==> src/rtl/crs_pkg.sv <==
// Shared types for the card reset and ready sequencer.
package crs_pkg;
    typedef enum logic [1:0] {
        SEQ_HOLD = 2'd0,   // internal reset asserted
        SEQ_INIT = 2'd1,   // initialisation window running
        SEQ_RUN  = 2'd2    // ready follows busy
    } seq_state_e;
endpackage

==> src/rtl/crs_pin_front.sv <==
// Reset pin front end: latches the interface mode during power-on reset,
// synchronises the raw pin and converts it to an "asserted" level, and
// reports deasserted-to-asserted transitions.
// Assumes SYNC_STAGES >= 2. The synchronizer resets to the asserted pin
// value, so a level held since power-up never looks like a transition.
module crs_pin_front #(
    parameter int SYNC_STAGES = 2
) (
    input  logic clk,
    input  logic rst_n,
    input  logic mode_i,
    input  logic pin_i,
    output logic level_o,
    output logic rise_o
);
    localparam int MSB = SYNC_STAGES - 1;

    logic                   mode_q;
    logic [SYNC_STAGES-1:0] sync_q;
    logic                   prev_q;

    // Sample the mode only while power-on reset is active.
    always_ff @(posedge clk) begin
        if (!rst_n) mode_q <= mode_i;
    end

    // Synchronise the pin; preset to the raw asserted value for the mode.
    always_ff @(posedge clk) begin
        if (!rst_n) sync_q <= {SYNC_STAGES{~mode_i}};
        else        sync_q <= {sync_q[MSB-1:0], pin_i};
    end

    assign level_o = mode_q ? ~sync_q[MSB] : sync_q[MSB];

    // Remember the previous level; starts as asserted so no false edge.
    always_ff @(posedge clk) begin
        if (!rst_n) prev_q <= 1'b1;
        else        prev_q <= level_o;
    end

    assign rise_o = level_o & ~prev_q;
endmodule

==> src/rtl/crs_cfg_reg.sv <==
// Option register written by the host. A hardware reset event clears it,
// and it has priority over a write in the same cycle.
module crs_cfg_reg #(
    parameter int CFG_W = 8
) (
    input  logic             clk,
    input  logic             rst_n,
    input  logic             clr_i,
    input  logic             we_i,
    input  logic [CFG_W-1:0] wdata_i,
    output logic [CFG_W-1:0] q_o
);
    // Hold, clear or load the register contents.
    always_ff @(posedge clk) begin
        if (!rst_n || clr_i) q_o <= '0;
        else if (we_i)       q_o <= wdata_i;
    end
endmodule

==> src/rtl/crs_init_timer.sv <==
// Initialisation window timer: counts while run_i is high and flags the
// last cycle of a CYCLES-long window. Drops back to zero when run_i falls.
// Assumes CYCLES >= 1.
module crs_init_timer #(
    parameter int CYCLES = 40
) (
    input  logic clk,
    input  logic rst_n,
    input  logic run_i,
    output logic expire_o
);
    localparam int CNT_W = $clog2(CYCLES + 1);
    localparam logic [CNT_W-1:0] LAST = CNT_W'(CYCLES - 1);

    logic [CNT_W-1:0] cnt_q;

    // Count cycles of the window; restart whenever the window is left.
    always_ff @(posedge clk) begin
        if (!rst_n || !run_i) cnt_q <= '0;
        else if (!expire_o)   cnt_q <= cnt_q + 1'b1;
    end

    assign expire_o = run_i && (cnt_q == LAST);
endmodule

==> src/rtl/card_rst_seq.sv <==
// Card reset and ready sequencer. Combines the power-on reset, an
// edge-qualified host reset pin and a soft-reset bit into one internal
// reset. After a cause clears, it runs an initialisation window, then lets
// READY follow the busy input.
// Assumes busy_i and init_done_i are synchronous to clk.
module card_rst_seq #(
    parameter int CFG_W       = 8,
    parameter int SRST_BIT    = 7,
    parameter int INIT_CYCLES = 40,
    parameter int SYNC_STAGES = 2
) (
    input  logic             clk,
    input  logic             rst_n,
    input  logic             ide_mode_i,
    input  logic             hw_rst_pin_i,
    input  logic             cfg_we_i,
    input  logic [CFG_W-1:0] cfg_wdata_i,
    input  logic             init_done_i,
    input  logic             busy_i,
    output logic [CFG_W-1:0] cfg_q_o,
    output logic             card_rst_n_o,
    output logic             ready_o
);
    import crs_pkg::*;

    logic       pin_level;
    logic       pin_rise;
    logic       hw_hold_q;
    logic       soft_rst;
    logic       win_expire;
    seq_state_e state_q, state_d;

    crs_pin_front #(.SYNC_STAGES(SYNC_STAGES)) u_pin (
        .clk     (clk),
        .rst_n   (rst_n),
        .mode_i  (ide_mode_i),
        .pin_i   (hw_rst_pin_i),
        .level_o (pin_level),
        .rise_o  (pin_rise)
    );

    crs_cfg_reg #(.CFG_W(CFG_W)) u_cfg (
        .clk     (clk),
        .rst_n   (rst_n),
        .clr_i   (pin_rise),
        .we_i    (cfg_we_i),
        .wdata_i (cfg_wdata_i),
        .q_o     (cfg_q_o)
    );

    crs_init_timer #(.CYCLES(INIT_CYCLES)) u_timer (
        .clk      (clk),
        .rst_n    (rst_n),
        .run_i    (state_q == SEQ_INIT),
        .expire_o (win_expire)
    );

    assign soft_rst = cfg_q_o[SRST_BIT];

    // Track a hardware reset that began with a transition, until release.
    always_ff @(posedge clk) begin
        if (!rst_n)          hw_hold_q <= 1'b0;
        else if (pin_rise)   hw_hold_q <= 1'b1;
        else if (!pin_level) hw_hold_q <= 1'b0;
    end

    // Next-state selection: any reset cause forces HOLD.
    always_comb begin
        state_d = state_q;
        if (pin_rise || soft_rst) begin
            state_d = SEQ_HOLD;
        end else begin
            case (state_q)
                SEQ_HOLD: if (!(hw_hold_q && pin_level)) state_d = SEQ_INIT;
                SEQ_INIT: if (win_expire || init_done_i) state_d = SEQ_RUN;
                SEQ_RUN:  state_d = SEQ_RUN;
                default:  state_d = SEQ_HOLD;
            endcase
        end
    end

    // State register; power-on reset starts in HOLD.
    always_ff @(posedge clk) begin
        if (!rst_n) state_q <= SEQ_HOLD;
        else        state_q <= state_d;
    end

    assign card_rst_n_o = (state_q != SEQ_HOLD);
    assign ready_o      = (state_q == SEQ_RUN) && !busy_i;
endmodule

==> config.mk <==
export PLATFORM = sky130hd
export DESIGN_NAME = card_rst_seq
export DESIGN_NICKNAME = d
export VERILOG_FILES = /design/src/rtl/crs_pkg.sv /design/src/rtl/crs_pin_front.sv /design/src/rtl/crs_cfg_reg.sv /design/src/rtl/crs_init_timer.sv /design/src/rtl/card_rst_seq.sv
export SDC_FILE = /design/constraint.sdc
export NUM_CORES = 1
export LEC_CHECK = 0
export ABC_AREA = 0
export ABC_CLOCK_PERIOD_IN_PS = 4200
export BUFFER_PORTS_ARGS = -buffer_cell sky130_fd_sc_hd__buf_2
export CAP_MARGIN = 20
export CORE_MARGIN = 2
export CORE_UTILIZATION = 52
export DETAILED_ROUTE_END_ITERATION = 7
export PLACE_DENSITY = 0.78
export RECOVER_POWER = 25
export SYNTH_ARGS = -nofsm -noshare
export SYNTH_HDL_FRONTEND = slang
export SYNTH_SLANG_ARGS = --single-unit
==> constraint.sdc <==
create_clock -name clk -period 4.2 [get_ports clk]
set_input_delay 0.63 -clock clk [delete_from_list [all_inputs] [get_ports clk]]
set_output_delay 0.63 -clock clk [all_outputs]
set_load 0.02 [all_outputs]
==> summary.md <==
| Metric | Value |
|---|---|
| Hold Path Stages | `2` |
| DIE AREA | `2010 um2` |
| Remaining Overflow, GRT | `0` |
| # hold bufs at CTS | `0` |
| Clock power share | `23.2%` |
| Worst setup SP type | `register` |
| Power per cell area | `392 nW/um2` |
| DR vias | `666` |
| Core box area | `1540 um2` |
| Final instance area | `between 1000 and 1500 um2` |
| Switching Share | `between 20 and 30%` |
| Routed vias/inst | `5.12` |
| Routability cong. | `between 0.8 and 0.9` |
| Top-Level Pins | `25` |
| Min Clock Period, post-route | `about 1800 ps` |
| Unique masters post-synth | `24` |
| Worst slew margin | `around three fifths` |
| Combinational fraction of design power | `between 20% and 30%` |
| Drt drc | `0` |
| Status | `completed` |
| Antenna violations before repair | `0` |
| First-pass GRT wire length | `~2200 um` |
| Drt wl/cell | `10.0 um` |
| Final Setup Violations | `0` |
| Worst Hold Class | `register to register` |
| Commonest cells post-synth | `20 x dfxtp_1, 15 x nor2_1, 9 x mux2i_1, 7 x nand2_1, 5 x inv_1` |
| Pre-antenna DRT Iters | `4` |
| Crit path required time | `3570 ps` |
| Largest net degree at the start of global routing | `12` |
| CTS tree | `built` |
| Worst Tran Pin Value | `around 580 ps` |
| Bufs on Longest Clock Path | `2` |
| Post-synth EDFFs | `1` |
| All-Layer GR Usage | `15.1%` |
| Clk_lat worst skew | `roughly 290 ps` |
| Met2 WL | `583 um` |
| Asr flop ratio synth | `0%` |
| Register area share after synthesis | `about half` |
| Worst-path clk slew | `110 ps` |
| P_sw | `112 uW` |
| Post-Layout Cell Count | `between 100 and 150` |
| Placed cell area | `1000 um2` |
| Root Buffer | `clkbuf_4` |
| Slew Limit Fails | `0` |
| Peak supply drop | `around 0.25 mV` |
| Final period util | `42.4%` |
| Number of diodes | `0` |
| Synth-to-Final Area Change | `18.0%` |
| FP Rows | `14` |
| DRT iter0 DRCs | `10` |
| Top_reg_cell synth | `dfxtp_1` |
| Number of nets in the layout | `134` |
| DP Wirelength | `~1000 um` |
| Main area contributors after synthesis | `dfxtp_1 46%, mux2i_1 10%, nor2_1 6.5%` |
| Dominant cell type by area after synthesis | `dfxtp_1` |
| Hold Violations, Final | `0` |
| CP max FO | `3` |
| Routed length on met1 | `643 um` |
| IO Port Bufs | `24` |
| Total Power | `402 uW` |
| Skew final | `~0.92 ps` |
| Clock sinks | `21` |
| Setup TNS | `0 ps` |
| Most frequent cell after synthesis | `dfxtp_1` |
| Reg2reg path depth | `6` |
| Crit Path Category | `register to output pin` |
| Met3 WL post-DR | `77 um` |
| Top sig layer | `met3` |
| DIE WIDTH | `44.9 um` |
| WP data arrival | `1150 ps` |
| Final Core Density | `66.5%` |
| Placed cells | `126` |
| Mapped Avg Cell Area | `9.87 um2` |
| RSZ-0062 raised after global routing | `no` |
| Ratio of cells with drive above 1 in the final layout | `23.7%` |
| Initial core utilization | `56.3%` |
| Die Height | `roughly 45 um` |
| H-Tree Level Count | `1` |
| # Max-Cap Violations | `0` |
| Pleak | `~0.48 nW` |
| Total Wirelength | `1300 um` |
| Pint | `290 uW` |
| # fillers | `127` |
| Yosys warns | `0` |
| Number of gates resized after cts | `0` |
| Final ANT Viol Nets | `0` |
| Vias in the first global route | `around 550` |
| Max Fclk | `562 MHz` |
| Synthesized flop and latch total | `21` |
| Synth top area share | `46.1%` |
| Crit end category | `output pin` |
| TritonCTS Buffers | `3` |
| Setup bufs post-CTS | `0` |
| Mapped Area | `868 um2` |
| Sequential power share | `a little under three fifths` |
| Post-Syn Nets | `~110` |
| Cells after synthesis | `~90` |
metrics by stage:
| stage | hold WS [ps] | worst slack, ps |
|---|---|---|
| finish | 471 | 2420 |
| global route | 531 | 2300 |
| CTS | 468 | 2390 |
| detailed placement | 454 | 2590 |
| global placement | 444 | 2600 |
| floorplan | 437 | 2640 |
placed cells by master (no fill, tap or decap), types with 3 or more instances in the layout:
cell type | netlist | routed
buf_2 | 0 | 22
dfxtp_1 | 20 | 20
nor2_1 | 15 | 15
mux2i_1 | 9 | 9
nand2_1 | 7 | 7
inv_1 | 5 | 5
ha_1 | 4 | 4
a21oi_1 | 3 | 3
nand3_1 | 3 | 3
o21ai_0 | 3 | 3
clkbuf_4 | 0 | 3
clkbuf_1 | 2 | 3
worst max-delay path, cell delays in order, from the launching register on:
cell	delay, ps
dfxtp_1	340
inv_1	60
ha_1	180
nor2b_1	120
buf_2	150
metal layers:
layer / up-vias / GRT usage, %
met4: 0 / 7.06
met3: 0 / 4.80
met5: - / 0
met1: 298 / 20.2
li1: 351 / -
met2: 17 / 22.3
flip-flops by register name (all words and copies together), names as in the netlist:
| signal | flops |
|---|---|
| hw_hold_q | 1 |
| state_q | 2 |
| u_cfg.q_o | 8 |
| u_pin.mode_q | 1 |
| u_pin.prev_q | 1 |
| u_pin.sync_q | 2 |
| u_timer.cnt_q | 6 |
power by group through the flow:
stage | Sequential [mW] | Combinational, mW | Clock (mW)
3_3_place_gp | 0.229 | 0.0841 | 0
6_report | 0.225 | 0.0840 | 0.0930
4_1_cts | 0.225 | 0.0859 | 0.0977
3_5_place_dp | 0.229 | 0.0855 | 0
2_1_floorplan | 0.235 | 0.0553 | 0
5_1_grt | 0.227 | 0.0949 | 0.106
path summary, 6_finish.rpt:
kind / start / to / slack [ps]
setup / recovery: state_q[0] / ready_o / 2420
hold / removal: u_pin.sync_q[0] / u_pin.sync_q[1] / 470
setup reg to reg: state_q[1] / state_q[0] / 2610
hold reg to reg: u_pin.sync_q[0] / u_pin.sync_q[1] / 470
layout make-up:
type	count	area (um2)	area share (%)
clock buffer	4	26.3	2.56
sequential	21	430	42.0
timing repair buffer	24	118	11.5
tap	16	20.0	1.95
multi-input combinational	60	412	40.2
inverter	5	18.8	1.83
cells by family after synthesis:
family / share of synthesized area, %
muxes: 10.4
buffers and inverters: 3.03
and+or+nand+nor: 16.7
adders and majority gates: 5.76
DFF: 49.6
AOI/OAI and AO/OA: 11.5
xor gates and xnor gates: 3.03
Note: power is estimated with default switching activity, not from simulation.
